<file path="src/rtl/vmode_pkg.sv">
package vmode_pkg;

    localparam int FIELD_W = 4;
    localparam int SVL_W   = 3;

    typedef enum logic [1:0] {
        KIND_SCALAR = 2'b00,
        KIND_VECTOR = 2'b01,
        KIND_PRED_A = 2'b10,
        KIND_PRED_B = 2'b11
    } vkind_e;

    typedef struct packed {
        vkind_e     kind;
        logic [1:0] svl_code;
    } vmode_t;

    function automatic logic [SVL_W-1:0] svl_length(input logic [1:0] code);
        return {1'b0, code} + 3'd1;
    endfunction

    function automatic logic kind_is_vector(input vkind_e k);
        return k != KIND_SCALAR;
    endfunction

    function automatic logic kind_is_pred(input vkind_e k);
        return (k == KIND_PRED_A) || (k == KIND_PRED_B);
    endfunction

endpackage

</file>
<file path="src/rtl/vmode_store.sv">
module vmode_store #(
    parameter int NUM_REGS = 32,
    parameter int XLEN     = 32,
    parameter int STATE_W  = NUM_REGS * vmode_pkg::FIELD_W,
    parameter int CHUNKS   = STATE_W / XLEN,
    parameter int CIDX_W   = 1,
    parameter int RIDX_W   = 5
) (
    input  logic               clk,
    input  logic               rst_n,
    input  logic               trap_enter,
    input  logic               trap_return,
    input  logic               clear_all,
    input  logic               csr_we,
    input  logic [CIDX_W-1:0]  csr_idx,
    input  logic [XLEN-1:0]    csr_wdata,
    input  logic               dst_we,
    input  logic [RIDX_W-1:0]  dst_idx,
    input  logic [3:0]         dst_mode,
    output logic [STATE_W-1:0] live_o
);
    import vmode_pkg::*;

    localparam logic [STATE_W-1:0] KEEP_MASK = {{(STATE_W-FIELD_W){1'b1}}, {FIELD_W{1'b0}}};

    typedef struct packed {
        logic [STATE_W-1:0] live;
        logic [STATE_W-1:0] shadow;
    } store_t;

    store_t st_d, st_q;

    logic [STATE_W-1:0] csr_merged;
    logic [STATE_W-1:0] dst_merged;

    // Chunk-replaced copy of the live state
    for (genvar k = 0; k < CHUNKS; k++) begin : g_chunk
        assign csr_merged[k*XLEN +: XLEN] =
            (csr_idx == CIDX_W'(k)) ? csr_wdata : st_q.live[k*XLEN +: XLEN];
    end

    // Word-replaced copy of the live state
    for (genvar r = 0; r < NUM_REGS; r++) begin : g_word
        assign dst_merged[r*FIELD_W +: FIELD_W] =
            (dst_idx == RIDX_W'(r)) ? dst_mode : st_q.live[r*FIELD_W +: FIELD_W];
    end

    always_comb begin
        st_d = st_q;
        if (trap_enter) begin
            st_d.shadow = st_q.live;
            st_d.live   = '0;
        end else if (trap_return) begin
            st_d.live = st_q.shadow;
        end else if (clear_all) begin
            st_d.live = '0;
        end else if (csr_we) begin
            st_d.live = csr_merged & KEEP_MASK;
        end else if (dst_we && (dst_idx != '0)) begin
            st_d.live = dst_merged & KEEP_MASK;
        end
    end

    always_ff @(posedge clk or negedge rst_n) begin
        if (!rst_n) begin
            st_q <= '0;
        end else begin
            st_q <= st_d;
        end
    end

    assign live_o = st_q.live;

    function automatic logic [3:0] word_at(input logic [STATE_W-1:0] v,
                                           input logic [RIDX_W-1:0] i);
        return v[int'(i)*FIELD_W +: FIELD_W];
    endfunction

    function automatic logic [XLEN-1:0] chunk_at(input logic [STATE_W-1:0] v,
                                                 input logic [CIDX_W-1:0] i);
        return v[int'(i)*XLEN +: XLEN];
    endfunction

    assert_trap_save_R5: assert property (@(posedge clk) disable iff (!rst_n)
        trap_enter |=> (st_q.shadow == $past(st_q.live)) && (st_q.live == '0));

    assert_trap_ret_R6: assert property (@(posedge clk) disable iff (!rst_n)
        (!trap_enter && trap_return) |=>
            (st_q.live == $past(st_q.shadow)) && $stable(st_q.shadow));

    assert_clear_R7: assert property (@(posedge clk) disable iff (!rst_n)
        (!trap_enter && !trap_return && clear_all) |=>
            (st_q.live == '0) && $stable(st_q.shadow));

    assert_shadow_hold_R8: assert property (@(posedge clk) disable iff (!rst_n)
        !trap_enter |=> $stable(st_q.shadow));

    assert_dst_word_R2: assert property (@(posedge clk) disable iff (!rst_n)
        (!trap_enter && !trap_return && !clear_all && !csr_we && dst_we && dst_idx != '0)
            |=> word_at(st_q.live, $past(dst_idx)) == $past(dst_mode));

    assert_dst_zero_R3: assert property (@(posedge clk) disable iff (!rst_n)
        (!trap_enter && !trap_return && !clear_all && !csr_we && dst_we && dst_idx == '0)
            |=> $stable(st_q.live));

    assert_csr_chunk_R4: assert property (@(posedge clk) disable iff (!rst_n)
        (!trap_enter && !trap_return && !clear_all && csr_we &&
         csr_idx != '0 && int'(csr_idx) < CHUNKS)
            |=> chunk_at(st_q.live, $past(csr_idx)) == $past(csr_wdata));

endmodule

</file>
<file path="src/rtl/vmode_src_port.sv">
module vmode_src_port #(
    parameter int NUM_REGS = 32,
    parameter int STATE_W  = NUM_REGS * vmode_pkg::FIELD_W,
    parameter int RIDX_W   = 5
) (
    input  logic               clk,
    input  logic               rst_n,
    input  logic [STATE_W-1:0] live,
    input  logic [RIDX_W-1:0]  idx,
    output logic [3:0]         mode,
    output logic [2:0]         subvl,
    output logic               is_vec,
    output logic               is_pred
);
    import vmode_pkg::*;

    vmode_t word;

    always_comb begin
        word    = vmode_t'(live[int'(idx)*FIELD_W +: FIELD_W]);
        mode    = word;
        subvl   = svl_length(word.svl_code);
        is_vec  = kind_is_vector(word.kind);
        is_pred = kind_is_pred(word.kind);
    end

    assert_src_r0_R3: assert property (@(posedge clk) disable iff (!rst_n)
        (idx == '0) |-> (mode == 4'd0));

endmodule

</file>
<file path="src/rtl/vmode_csr_window.sv">
module vmode_csr_window #(
    parameter int STATE_W = 128,
    parameter int XLEN    = 32,
    parameter int CHUNKS  = STATE_W / XLEN,
    parameter int CIDX_W  = 2
) (
    input  logic               clk,
    input  logic               rst_n,
    input  logic [STATE_W-1:0] live,
    input  logic [CIDX_W-1:0]  idx,
    output logic [XLEN-1:0]    rdata
);
    always_comb begin
        rdata = '0;
        for (int k = 0; k < CHUNKS; k++) begin
            if (idx == CIDX_W'(k)) begin
                rdata = live[k*XLEN +: XLEN];
            end
        end
    end

    assert_win_word0_R3: assert property (@(posedge clk) disable iff (!rst_n)
        (idx == '0) |-> (rdata[3:0] == 4'd0));

endmodule

</file>
<file path="src/rtl/vmode_state.sv">
module vmode_state #(
    parameter int NUM_REGS = 32,
    parameter int XLEN     = 32,
    parameter int NUM_SRC  = 3,
    localparam int STATE_W = NUM_REGS * vmode_pkg::FIELD_W,
    localparam int CHUNKS  = STATE_W / XLEN,
    localparam int CIDX_W  = (CHUNKS > 1) ? $clog2(CHUNKS) : 1,
    localparam int RIDX_W  = $clog2(NUM_REGS)
) (
    input  logic                      clk,
    input  logic                      rst_n,
    input  logic                      trap_enter,
    input  logic                      trap_return,
    input  logic                      clear_all,
    input  logic                      csr_we,
    input  logic [CIDX_W-1:0]         csr_idx,
    input  logic [XLEN-1:0]           csr_wdata,
    output logic [XLEN-1:0]           csr_rdata,
    input  logic                      dst_we,
    input  logic [RIDX_W-1:0]         dst_idx,
    input  logic [3:0]                dst_mode,
    input  logic [NUM_SRC*RIDX_W-1:0] src_idx,
    output logic [NUM_SRC*4-1:0]      src_mode,
    output logic [NUM_SRC*3-1:0]      src_subvl,
    output logic [NUM_SRC-1:0]        src_vec,
    output logic [NUM_SRC-1:0]        src_pred
);
    logic [STATE_W-1:0] live_w;

    vmode_store #(
        .NUM_REGS (NUM_REGS),
        .XLEN     (XLEN),
        .STATE_W  (STATE_W),
        .CHUNKS   (CHUNKS),
        .CIDX_W   (CIDX_W),
        .RIDX_W   (RIDX_W)
    ) u_store (
        .clk         (clk),
        .rst_n       (rst_n),
        .trap_enter  (trap_enter),
        .trap_return (trap_return),
        .clear_all   (clear_all),
        .csr_we      (csr_we),
        .csr_idx     (csr_idx),
        .csr_wdata   (csr_wdata),
        .dst_we      (dst_we),
        .dst_idx     (dst_idx),
        .dst_mode    (dst_mode),
        .live_o      (live_w)
    );

    vmode_csr_window #(
        .STATE_W (STATE_W),
        .XLEN    (XLEN),
        .CHUNKS  (CHUNKS),
        .CIDX_W  (CIDX_W)
    ) u_window (
        .clk   (clk),
        .rst_n (rst_n),
        .live  (live_w),
        .idx   (csr_idx),
        .rdata (csr_rdata)
    );

    for (genvar p = 0; p < NUM_SRC; p++) begin : g_src
        vmode_src_port #(
            .NUM_REGS (NUM_REGS),
            .STATE_W  (STATE_W),
            .RIDX_W   (RIDX_W)
        ) u_port (
            .clk     (clk),
            .rst_n   (rst_n),
            .live    (live_w),
            .idx     (src_idx[p*RIDX_W +: RIDX_W]),
            .mode    (src_mode[p*4 +: 4]),
            .subvl   (src_subvl[p*3 +: 3]),
            .is_vec  (src_vec[p]),
            .is_pred (src_pred[p])
        );
    end

endmodule

</file>
<file path="config.mk">
export PLATFORM = sky130hd
export DESIGN_NAME = vmode_state
export DESIGN_NICKNAME = d
export VERILOG_FILES = /design/src/rtl/vmode_pkg.sv /design/src/rtl/vmode_store.sv /design/src/rtl/vmode_src_port.sv /design/src/rtl/vmode_csr_window.sv /design/src/rtl/vmode_state.sv
export SDC_FILE = /design/constraint.sdc
export NUM_CORES = 1
export LEC_CHECK = 0
export ABC_AREA = 0
export BUFFER_PORTS_ARGS = -buffer_cell sky130_fd_sc_hd__buf_4
export CAP_MARGIN = 30
export CORE_UTILIZATION = 50
export DETAILED_ROUTE_END_ITERATION = 12
export PLACE_DENSITY = 0.68
export SKIP_LAST_GASP = 1
export SLEW_MARGIN = 20
export SYNTH_ARGS = -nofsm -noshare
export SYNTH_HDL_FRONTEND = slang
export SYNTH_SLANG_ARGS = --single-unit
</file>
<file path="constraint.sdc">
create_clock -name clk -period 2.7 [get_ports clk]
set_input_delay 0.27 -clock clk [delete_from_list [all_inputs] [get_ports clk]]
set_output_delay 0.27 -clock clk [all_outputs]
set_load 0.02 [all_outputs]
</file>
* Yosys cells after proc, flatten, opt, wreduce, memory -nomap -nowiden
Index checks and enable logic that the tools add are counted.
** Cells by class
- Equal/unequal tests :: 44
- Shift-type cells :: 3
- Multiplexer cells :: 44
- Reductions and logical operators :: 72
- Add/subtract/negate cells :: 3
** Operators by type and width (count)
- 128-bit 2-to-1 mux :: 5
- 128-bit by 8-bit indexed part select with 4-bit output :: 3
- 32-bit 2-to-1 mux :: 8
- 5-bit nonzero test :: 33
- 4-bit 2-to-1 mux :: 31
- 3-bit AND reduction :: 31
- 5-bit equality test (second input constant) :: 16
- 5-bit by 4-bit equality test with 1-bit output (second input constant) :: 8
- 5-bit by 3-bit equality test with 1-bit output (second input constant) :: 4
- 5-bit by 4-bit inequality test with 1-bit output (second input constant) :: 4
- 2-bit equality test (second input constant) :: 8
- 5-bit by 2-bit equality test with 1-bit output (second input constant) :: 2
- 2-bit by 1-bit adder with 3-bit output (second input constant) :: 3
- 2-bit nonzero test :: 3
- 5-bit by 1-bit equality test with 1-bit output (second input constant) :: 1
- 1-bit logical OR :: 3
- 2-bit by 1-bit equality test with 1-bit output (second input constant) :: 1
- 2-bit logical NOT :: 1
- 1-bit logical AND :: 1
** Word-level totals
- Input bits :: 65
- Bits in registers :: 256

* Logic depth before layout (Yosys ltp)
Gate-level depths: netlist of the first run.
- Depth in word-level cells :: 7
- Gate-level depth with buffers :: 8
- Depth with buffers taken out :: 5

* By module
From an unflattened synthesis of the first run, not the netlist that was laid out.
** Unflattened totals
- Cell total of the unflattened synthesis :: 1449
- Area total of the unflattened synthesis :: 16463.3 µm²
** By module, submodules not included
- vmode_store :: times used 1, cells each 1239, sequential area each 6406.1 µm², area each 12570.8 µm²
- vmode_src_port :: times used 3, cells each 57, sequential area each 0.0 µm², area each 1026.0 µm²
- vmode_csr_window :: times used 1, cells each 39, sequential area each 0.0 µm², area each 814.5 µm²

* Least setup slack after synthesis of the first run
OpenSTA, ideal clock, no wires.
- Kind :: in2out
- Start :: input src_idx[0]
- End :: output src_subvl[1]
- Setup slack :: -504 ps
- Data arrival time :: 2934 ps
- Data required time :: 2430 ps
- Buffers on the path :: 3
- Stages on the path :: 8
- Cells stage by stage :: buf_6 buf_6 buf_2 mux4_2 mux4_2 mux2i_1 inv_1 ha_1
** Between the ends
- Word-level cells in the longest chain between the ends :: 2
** RTL lines
- start: declaration :: line vmode_state.sv:22 : input logic [NUM_SRC*RIDX_W-1:0] src_idx,
- 128-bit by 8-bit indexed part select with 4-bit output :: line vmode_src_port.sv:20 : word = vmode_t'(live[int'(idx)*FIELD_W +: FIELD_W]);
- via src_mode[0] :: line vmode_state.sv:23 : output logic [NUM_SRC*4-1:0] src_mode,
- 2-bit by 1-bit adder with 3-bit output :: line vmode_pkg.sv:19 : return {1'b0, code} + 3'd1;
- end: declaration :: line vmode_state.sv:24 : output logic [NUM_SRC*3-1:0] src_subvl,
The timed path passes the listed nets, and every way through them passes these cells.

* Final worst setup path of the first run
- Start :: register u_store.st_q (netlist bit u_store.live_o[72])
- End :: output src_subvl[1]
** Between the ends
- Word-level cells in the longest chain between the ends :: 2
** RTL lines
- start: declaration :: line vmode_store.sv:31 : store_t st_d, st_q;
- start signal: assignment :: line vmode_store.sv:68 : st_q <= st_d;
- 128-bit by 8-bit indexed part select with 4-bit output :: line vmode_src_port.sv:20
- 2-bit by 1-bit adder with 3-bit output :: line vmode_pkg.sv:19
No other way between the ends.

==> run summary, run 1 <==
Along the worst path, the maximum fanout reaches 6. The gate count after technology mapping was 1,260. For the number of warnings printed during yosys synthesis, the log shows 0. Once layout is done, the placed cells without fillers occupy 19,400 sq um. For the final database, setup skew stands at 13.0 ps. The routed design has 50.9 mm of wire. In this run, placement finished with an instance count of 1,769.

The internal reg-to-reg setup slack was 1650 ps; the area added between synthesis and finish was 20.9%. The run gives 2430 ps as the required time of the critical path. For this run, the total global-route usage over all layers was measured as 31.7%. The headroom to the max-slew limit is 33.9%. The summed instance area of the synthesized netlist is 16,000 sq um, and the starting density of the core is 50.8%. The worst hold path begins at csr_wdata[16]. Counting instances in the post-synthesis netlist gives the leading cell types as sky130_fd_sc_hd__mux2_2 (297), sky130_fd_sc_hd__dfrtp_1 (256), sky130_fd_sc_hd__mux4_2 (146). The terminating pin of the worst hold path was u_store.live_o[16]$_DFFE_PN0P_. The count of cells in the finished layout, fillers not included, comes to 1,864. The number of buffers created by CTS was 28. TritonCTS built the clock tree. Setup repair after global routing could not meet its margin everywhere. Power comes to 10.9 mW. The first detailed-routing pass took 5 iterations. The main combinational cell family by area after synthesis was multiplexers.

For this design the ratio of total power to cell area is 564 nW/um^2. The worst register-to-register path begins at u_store.live_o[56]$_DFFE_PN0P_. In this run the remaining antenna-violating nets after routing total 0. The number of pins exceeding their max-slew limit in the final report is 0. The flip-flop and latch count after synthesis was 256; the wire length of the first global-routing pass was 77.7 mm. The clock input transition at the sequential cells of the worst setup and hold paths was 60 ps.

In this run the deepest clock path goes through 3 buffers. The async set-or-reset flop fraction in the synthesized netlist was 100%. For the via count, the log shows 12.2k.

The run gives 32,800 sq um as the die footprint. During placement, the flow inserted port buffers numbering 123. Max-cap violations in this run came to 0.

In the synthesized netlist, mux cells make up 42.1% of the area. The depth of the worst register-to-register path works out to 2. Summing all flip-flop and latch instances after layout gives 6500 sq um. After detailed routing, the number of remaining DRC violations is 0. The signal arrival time at the worst endpoint is 2740 ps. Most numerous cell in the Yosys netlist: sky130_fd_sc_hd__mux2_2. The final critical-path share of the clock period is 111%. The final weighted congestion in routability-driven placement was 0.955; the share of cells above drive strength 1 was 57.5%.

The tools report the count of final hold-check violations as 0. The run gives 0 as the leftover overflow at the end of global routing. The worst setup path is of the reg -> out kind. The number of nets in the layout is 1,510, and the number of flops mapped to enable cells by yosys is 0.

On the final layout, the worst hold slack is 138 ps. For this design the static power due to leakage is 8.42 nW. The share of the Yosys chip area taken by registers is 39.9%. The number of global-route vias before repair is 12.0k. Among all flip-flop cells after synthesis, the most frequent one is sky130_fd_sc_hd__dfrtp_1.

The checks that failed: negative setup slack. 124 I/O pins were placed. The run gives 1,328 as the net count after synthesis. The adder-cell share of the synthesized area is 0.234%. The number of DRC markers in iteration 0 is 1,437, and the minimum period implied by the final worst setup slack is 3010 ps. The post-route worst setup slack came out at -306 ps. The xor/xnor share of the synthesized area is 0%. Along the worst hold path, the cell count comes to 4. The endpoint identified for the worst register-to-register timing path is u_store.st_q[56]$_DFFE_PN0P_. The repair_antennas step left the layout with diodes totalling 0. Library cell with the largest summed area after synthesis: sky130_fd_sc_hd__dfrtp_1. For the pin with the worst max-slew slack, the measured transition is 981 ps. A synthesized cell averages 12.7 sq um. The number of H-tree branching levels came out at 1. The logs give 570 ps for the clock latency on the worst-skew pair and 22 for the final setup violation count.

Entering global routing, the biggest net connects 158 pins. The post-synthesis simple-gate area fraction is 8.95%, and the area of the multi-input gates is 9260 sq um. STA classifies the critical path startpoint as a register.

The complex-gate fraction of the synthesized area was 5.58%. STA classifies the critical path endpoint as a primary output. The die is 181 um tall. The die extent in x came out at 181 um. The tools report the TritonCTS sink count as 256. The cell sitting at the root of the clock tree is a sky130_fd_sc_hd__clkbuf_16. The synthesized design devotes to its leading area cell type 39.9% of total area.

The min-delay analysis places its worst path in the category in -> reg. IR analysis of the VDD net gives a maximum drop of 0.000496 V. The initialized floorplan defines 65 standard-cell rows. For the maximum clock rate, the log shows 333 MHz. Dividing the detail-routed wire length by the instance count gives 27.3 um. The run gives 31,600 sq um as the placeable core region. By area the synthesized netlist is led by sky130_fd_sc_hd__dfrtp_1 (40%), sky130_fd_sc_hd__mux2_2 (21%), sky130_fd_sc_hd__mux4_2 (21%). Mean number of vias per cell: 6.57. The run finished, with violations left. The half-perimeter wire length after placement is 36.5 mm. The logs give 37 for the number of distinct library cells after synthesis and 17,900 sq um for the placed cell area.

The run gives 0 as the number of antenna violations at the first check in global routing. Fill cells in the final layout number 2,463.
-- metrics by stage --
step | setup slack, ps | setup TNS [ps] | util (%)
2_1_floorplan | 14.7 | 0 | -
3_3_place_gp | 63.8 | 0 | 56.7
3_5_place_dp | 26.0 | 0 | 56.7
4_1_cts | -282 | -2620 | 61.0
5_1_grt | -329 | -3420 | 61.4
6_report | -306 | -2760 | 61.4
-- critical path, cell delays in order (launching register included) --
cell and delay, ps:
sky130_fd_sc_hd__dfrtp_2 480, sky130_fd_sc_hd__mux4_2 500, sky130_fd_sc_hd__mux4_2 510, sky130_fd_sc_hd__mux2i_4 230
sky130_fd_sc_hd__inv_2 90, sky130_fd_sc_hd__ha_4 260, sky130_fd_sc_hd__buf_6 100
-- worst max path at each step --
stage,startpoint,to,slack (ps),cells after the start
3_5_place_dp,src_idx[5],src_subvl[4],30,6
2_1_floorplan,src_idx[0],src_subvl[1],10,8
4_1_cts,u_store.live_o[76]$_DFFE_PN0P_,src_subvl[1],-280,6
6_report,u_store.live_o[72]$_DFFE_PN0P_,src_subvl[1],-310,6
5_1_grt,u_store.live_o[125]$_DFFE_PN0P_,src_subvl[4],-330,5
3_3_place_gp,src_idx[5],src_subvl[4],60,6
-- cell usage in the layout, fill, tap and decap left out, types with 3 or more instances in the layout --
master                      synthesis  routed
sky130_fd_sc_hd__mux2_2           297     288
sky130_fd_sc_hd__dfrtp_1          256     184
sky130_fd_sc_hd__a32o_1             4       4
sky130_fd_sc_hd__inv_2              0       3
sky130_fd_sc_hd__buf_4              9     224
sky130_fd_sc_hd__mux2i_4            0       3
sky130_fd_sc_hd__nand2_1           34      34
sky130_fd_sc_hd__clkbuf_1          69       6
sky130_fd_sc_hd__buf_6              2      27
sky130_fd_sc_hd__dfrtp_2            0      72
sky130_fd_sc_hd__clkbuf_8           0       4
sky130_fd_sc_hd__clkinv_2           0       6
sky130_fd_sc_hd__inv_1              6       3
sky130_fd_sc_hd__clkbuf_16          0      28
sky130_fd_sc_hd__mux4_2           146     148
sky130_fd_sc_hd__nor3_1            98      98
sky130_fd_sc_hd__mux2i_1            7       4
sky130_fd_sc_hd__bufinv_16          0       3
sky130_fd_sc_hd__a21oi_1           75      75
sky130_fd_sc_hd__mux2_4             0       9
sky130_fd_sc_hd__ha_4               0       3
sky130_fd_sc_hd__buf_12             0       8
sky130_fd_sc_hd__nand3b_1           3       3
sky130_fd_sc_hd__or3b_2             3       3
sky130_fd_sc_hd__nor2b_1          104     103
sky130_fd_sc_hd__nor2_1             7       7
sky130_fd_sc_hd__nand2b_1           4       4
sky130_fd_sc_hd__o21ai_0           82      82
-- what timing repair did --
item / CTS / global route
setup buffers: 35 / 10
endpoints found under the setup margin: 27 / 26
hold buffers: 1 / 0
hold endpoints to repair: 68 / 0
pin swaps: 2 / 1
gates resized for setup: 85 / 30
-- final cells by class --
type	count	share of cell area (%)
Clock buffer	37	3.94
Clock inverter	13	0.826
Multi-Input combinational cell	888	47.7
Inverter	6	0.116
Sequential cell	256	33.5
Tap cell	402	2.59
Timing Repair Buffer	262	11.3
-- flip-flops by register name, indices dropped and copies added (netlist names) --
register / cells
u_store.live_o: 128
u_store.st_q: 128
-- kinds of logic after synthesis --
group,count (synthesis)
AOI/OAI and AO/OA,170
DFF,256
and+or+nand+nor,263
muxes,452
adders and majority gates,3
buffers and inverters,116
-- power by group --
group	internal (mW)	leakage, nW	switching, mW	total, mW
Clock	2.28	0.451	1.63	3.90
Combinational	1.30	4.65	1.19	2.49
Sequential	4.18	3.31	0.355	4.53
-- routing by layer --
layer / up-vias / global-route usage [%] / share of wire [%]
met1: 6264 / 45.5 / 41
met3: 118 / 8.20 / 11
met2: 702 / 46.6 / 44
met4: 0 / 10.9 / 4.1
li1: 5165 / - / -
met5: - / 0 / 0
No activity file was read; power rests on OpenSTA's default activity.
==> run 2, diff against run 1 <==
--- a/config.mk
+++ b/config.mk
@@ -11,6 +11,7 @@
 export CORE_UTILIZATION = 50
 export DETAILED_ROUTE_END_ITERATION = 12
 export PLACE_DENSITY = 0.68
+export SKIP_CTS_REPAIR_TIMING = 1
 export SKIP_LAST_GASP = 1
 export SLEW_MARGIN = 20
 export SYNTH_ARGS = -nofsm -noshare
==> run 2 against run 1 <==
  * The run still ends with negative setup slack left
  * Sequential share of layout area rose by 0.24 points
  * Critical path depth stayed put
  * Utilization down 0.52 points
==> run summary, run 2 (synthesis gave the netlist of run 1 again) <==
The run finished, with violations left. Violations in the final reports: negative setup slack (unchanged). Most common cell after layout, fill and taps aside: sky130_fd_sc_hd__mux2_2 (unchanged).

The depth of the worst register-to-register path was 2 (unchanged); the number of global-route vias before repair was 11.8k (was 12.0k). Final cell utilization of the core: 60.9% (was 61.4%). The run gives 23 (was 22) as the final setup violation count. The number of DRC markers in iteration 0 came out at 1,609 (was 1,437). The pre-CTS worst setup slack is 26.0 ps (unchanged), and the number of iterations in the first detailed-routing pass is 5 (unchanged). The critical path class is reg -> out (unchanged). Maximum number of buffers from clock root to sink: 3 (unchanged).

The share of cells above drive strength 1 came out at 56.4% (was 57.5%). The maximum single-stage delay on the critical path works out to 510 ps (about the same). The cell class contributing the biggest share of worst-path delay is multiplexers (unchanged). The run gives 50.1 mm (was 50.9 mm) as the total wire length.

The die extent in x was 181 um (unchanged); the final critical-path share of the clock period was 112% (was 111%). The run gives 1 (unchanged) as the number of H-tree branching levels. The mean number of vias per cell was 6.56 (was 6.57); the maximum number of pins on one net before global-route repair was 158 (unchanged).

Cell type of the slowest stage on the worst timing path: sky130_fd_sc_hd__mux4_2 (unchanged). The run gives -2950 ps (was -2760 ps) as the sum of negative setup slack. The tools report the worst hold slack after final layout as 139 ps (was 138 ps). For the count of inserted antenna diode cells, the log shows 0 (unchanged). The cell type with the highest occurrence count on the critical path is sky130_fd_sc_hd__mux4_2 (unchanged). For the final weighted congestion in routability-driven placement, the log shows 0.955 (unchanged).

TritonCTS built the clock tree. The kind of end point of the critical path is a primary output (unchanged). The master cell of the clock root buffer was sky130_fd_sc_hd__clkbuf_16 (unchanged). Setup repair after global routing could not meet its margin everywhere. The tools report the worst supply voltage drop on vdd as 0.000493 V (was 0.000496 V). The run gives 32,800 sq um (unchanged) as the die footprint. The logs give 1,490 (was 1,510) for the number of nets in the layout and 0 (unchanged) for the count of nets left with antenna violations after detail routing. Minimum period implied by the final worst setup slack: 3010 ps (about the same). The logs give 0 (unchanged) for the leftover overflow at the end of global routing and 8.32 nW (was 8.42 nW) for the reported leakage power. The tools report the count of final hold-check violations as 0 (unchanged).

The run gives 124 (unchanged) as the number of top-level pins. The overall die height is 181 um (unchanged), and the starting density of the core is 50.8% (unchanged). The tools report the remaining routing DRC violations as 0 (unchanged). Signal arrival time at the worst endpoint: 2740 ps (about the same).

The number of buffers created by CTS came out at 28 (unchanged). The post-placement cell count came out at 1,769 (unchanged). The wire length of the first global-routing pass is 76.2 mm (was 77.7 mm), and the total track usage is 31.0% (was 31.7%). Nature of the critical path startpoint: a register (unchanged). The run gives 65 (unchanged) as the number of rows created at floorplan.

The tools report the final cell count without fillers as 1,844 (was 1,864). Commonest non-fill, non-tap cells in the layout: sky130_fd_sc_hd__mux2_2 (288), sky130_fd_sc_hd__buf_4 (205), sky130_fd_sc_hd__dfrtp_1 (191) (was sky130_fd_sc_hd__mux2_2 (288), sky130_fd_sc_hd__buf_4 (224), sky130_fd_sc_hd__dfrtp_1 (184)). The required time of the critical path is 2430 ps (about the same).

The hold-critical path depth was 4 (unchanged); the clock latency on the worst-skew pair was 570 ps (about the same). The buffers plus inverters on the worst setup path is 2 (unchanged), and the number of antenna violations at the first check in global routing is 0 (unchanged). Half-perimeter wire length after placement: 36.5 mm (unchanged). The number of I/O port buffers came out at 123 (unchanged). Class of the tightest hold or removal check: in -> reg (unchanged).

The clock input transition at the sequential cells of the worst setup and hold paths was 60 ps (about the same). The number of pins exceeding their max-slew limit in the final report was 0 (unchanged). List of cells traversed by the critical path: mux4_2 -> mux4_2 -> mux2i_4 -> inv_2 -> ha_4 -> buf_6 (unchanged).

The filler cell count was 2,464 (was 2,463). The placeable core region was 31,600 sq um (unchanged); the cell depth of the worst setup path was 6 (unchanged). The highest fanout seen on the critical path was 6 (unchanged); the via count was 12.1k (was 12.2k). The clock tree skew after final layout is 11.4 ps (was 13.0 ps), and the power per standard cell area is 566 nW/um^2 (was 564 nW/um^2). The post-route worst setup slack is -312 ps (was -306 ps), and the average wire per standard cell is 27.2 um (was 27.3 um). The run gives 0 (unchanged) as the max-cap violation count. For the maximum clock rate, the log shows 332 MHz (was 333 MHz). The area added between synthesis and finish works out to 19.9% (was 20.9%). Transition time of the tightest slew-check pin: 974 ps (was 981 ps). The TritonCTS sink count is 256 (unchanged), and the headroom to the max-slew limit is 34.4% (was 33.9%).
-- run 2: final cells by class --
class,instances,area (sq um),area share [%]
well taps,402,503,2.62
clock buffers,37,764,3.98
inverters,6,22.5,0.117
clock inverters,13,160,0.833
flip-flops and latches,256,6490,33.7
multi-input cells,888,9260,48.2
repair buffers,242,2030,10.6
-- run 2: path summary, 6_finish.rpt --
path                                                 from                             end  slack, ps
setup / recovery           u_store.live_o[72]$_DFFE_PN0P_                    src_subvl[1]       -310
setup reg to reg           u_store.live_o[56]$_DFFE_PN0P_    u_store.st_q[56]$_DFFE_PN0P_       1660
hold reg to reg              u_store.st_q[56]$_DFFE_PN0P_    u_store.st_q[56]$_DFFE_PN0P_        510
hold / removal                              csr_wdata[16]  u_store.live_o[16]$_DFFE_PN0P_        140
max in group asynchronous                           rst_n  u_store.live_o[43]$_DFFE_PN0P_       1620
min in group asynchronous                           rst_n     u_store.st_q[5]$_DFFE_PN0P_        290
-- run 2: tightest hold or removal path, delay by kind of cell --
family,cells,cell delay (ps)
compound gates,2,170
mux,1,140
buf+inv,1,90
-- run 2: metal layers --
metal	track usage [%]	wire length [um]
met1	45.1	20800
met2	45.9	22400
met3	6.93	4960
met4	10.7	1970
met5	0	0
-- run 2: power by group --
part,switching (mW),internal [mW]
clock network,1.63,2.28
logic,1.16,1.28
registers,0.372,4.17
total,3.16,7.73
-- run 2: through the flow --
stage	power, mW	instance area [sq um]
6_report	10.9	19200
5_1_grt	11.3	19200
4_1_cts	10.8	18800
3_5_place_dp	6.87	17900
3_3_place_gp	6.82	17900
2_1_floorplan	5.95	16100
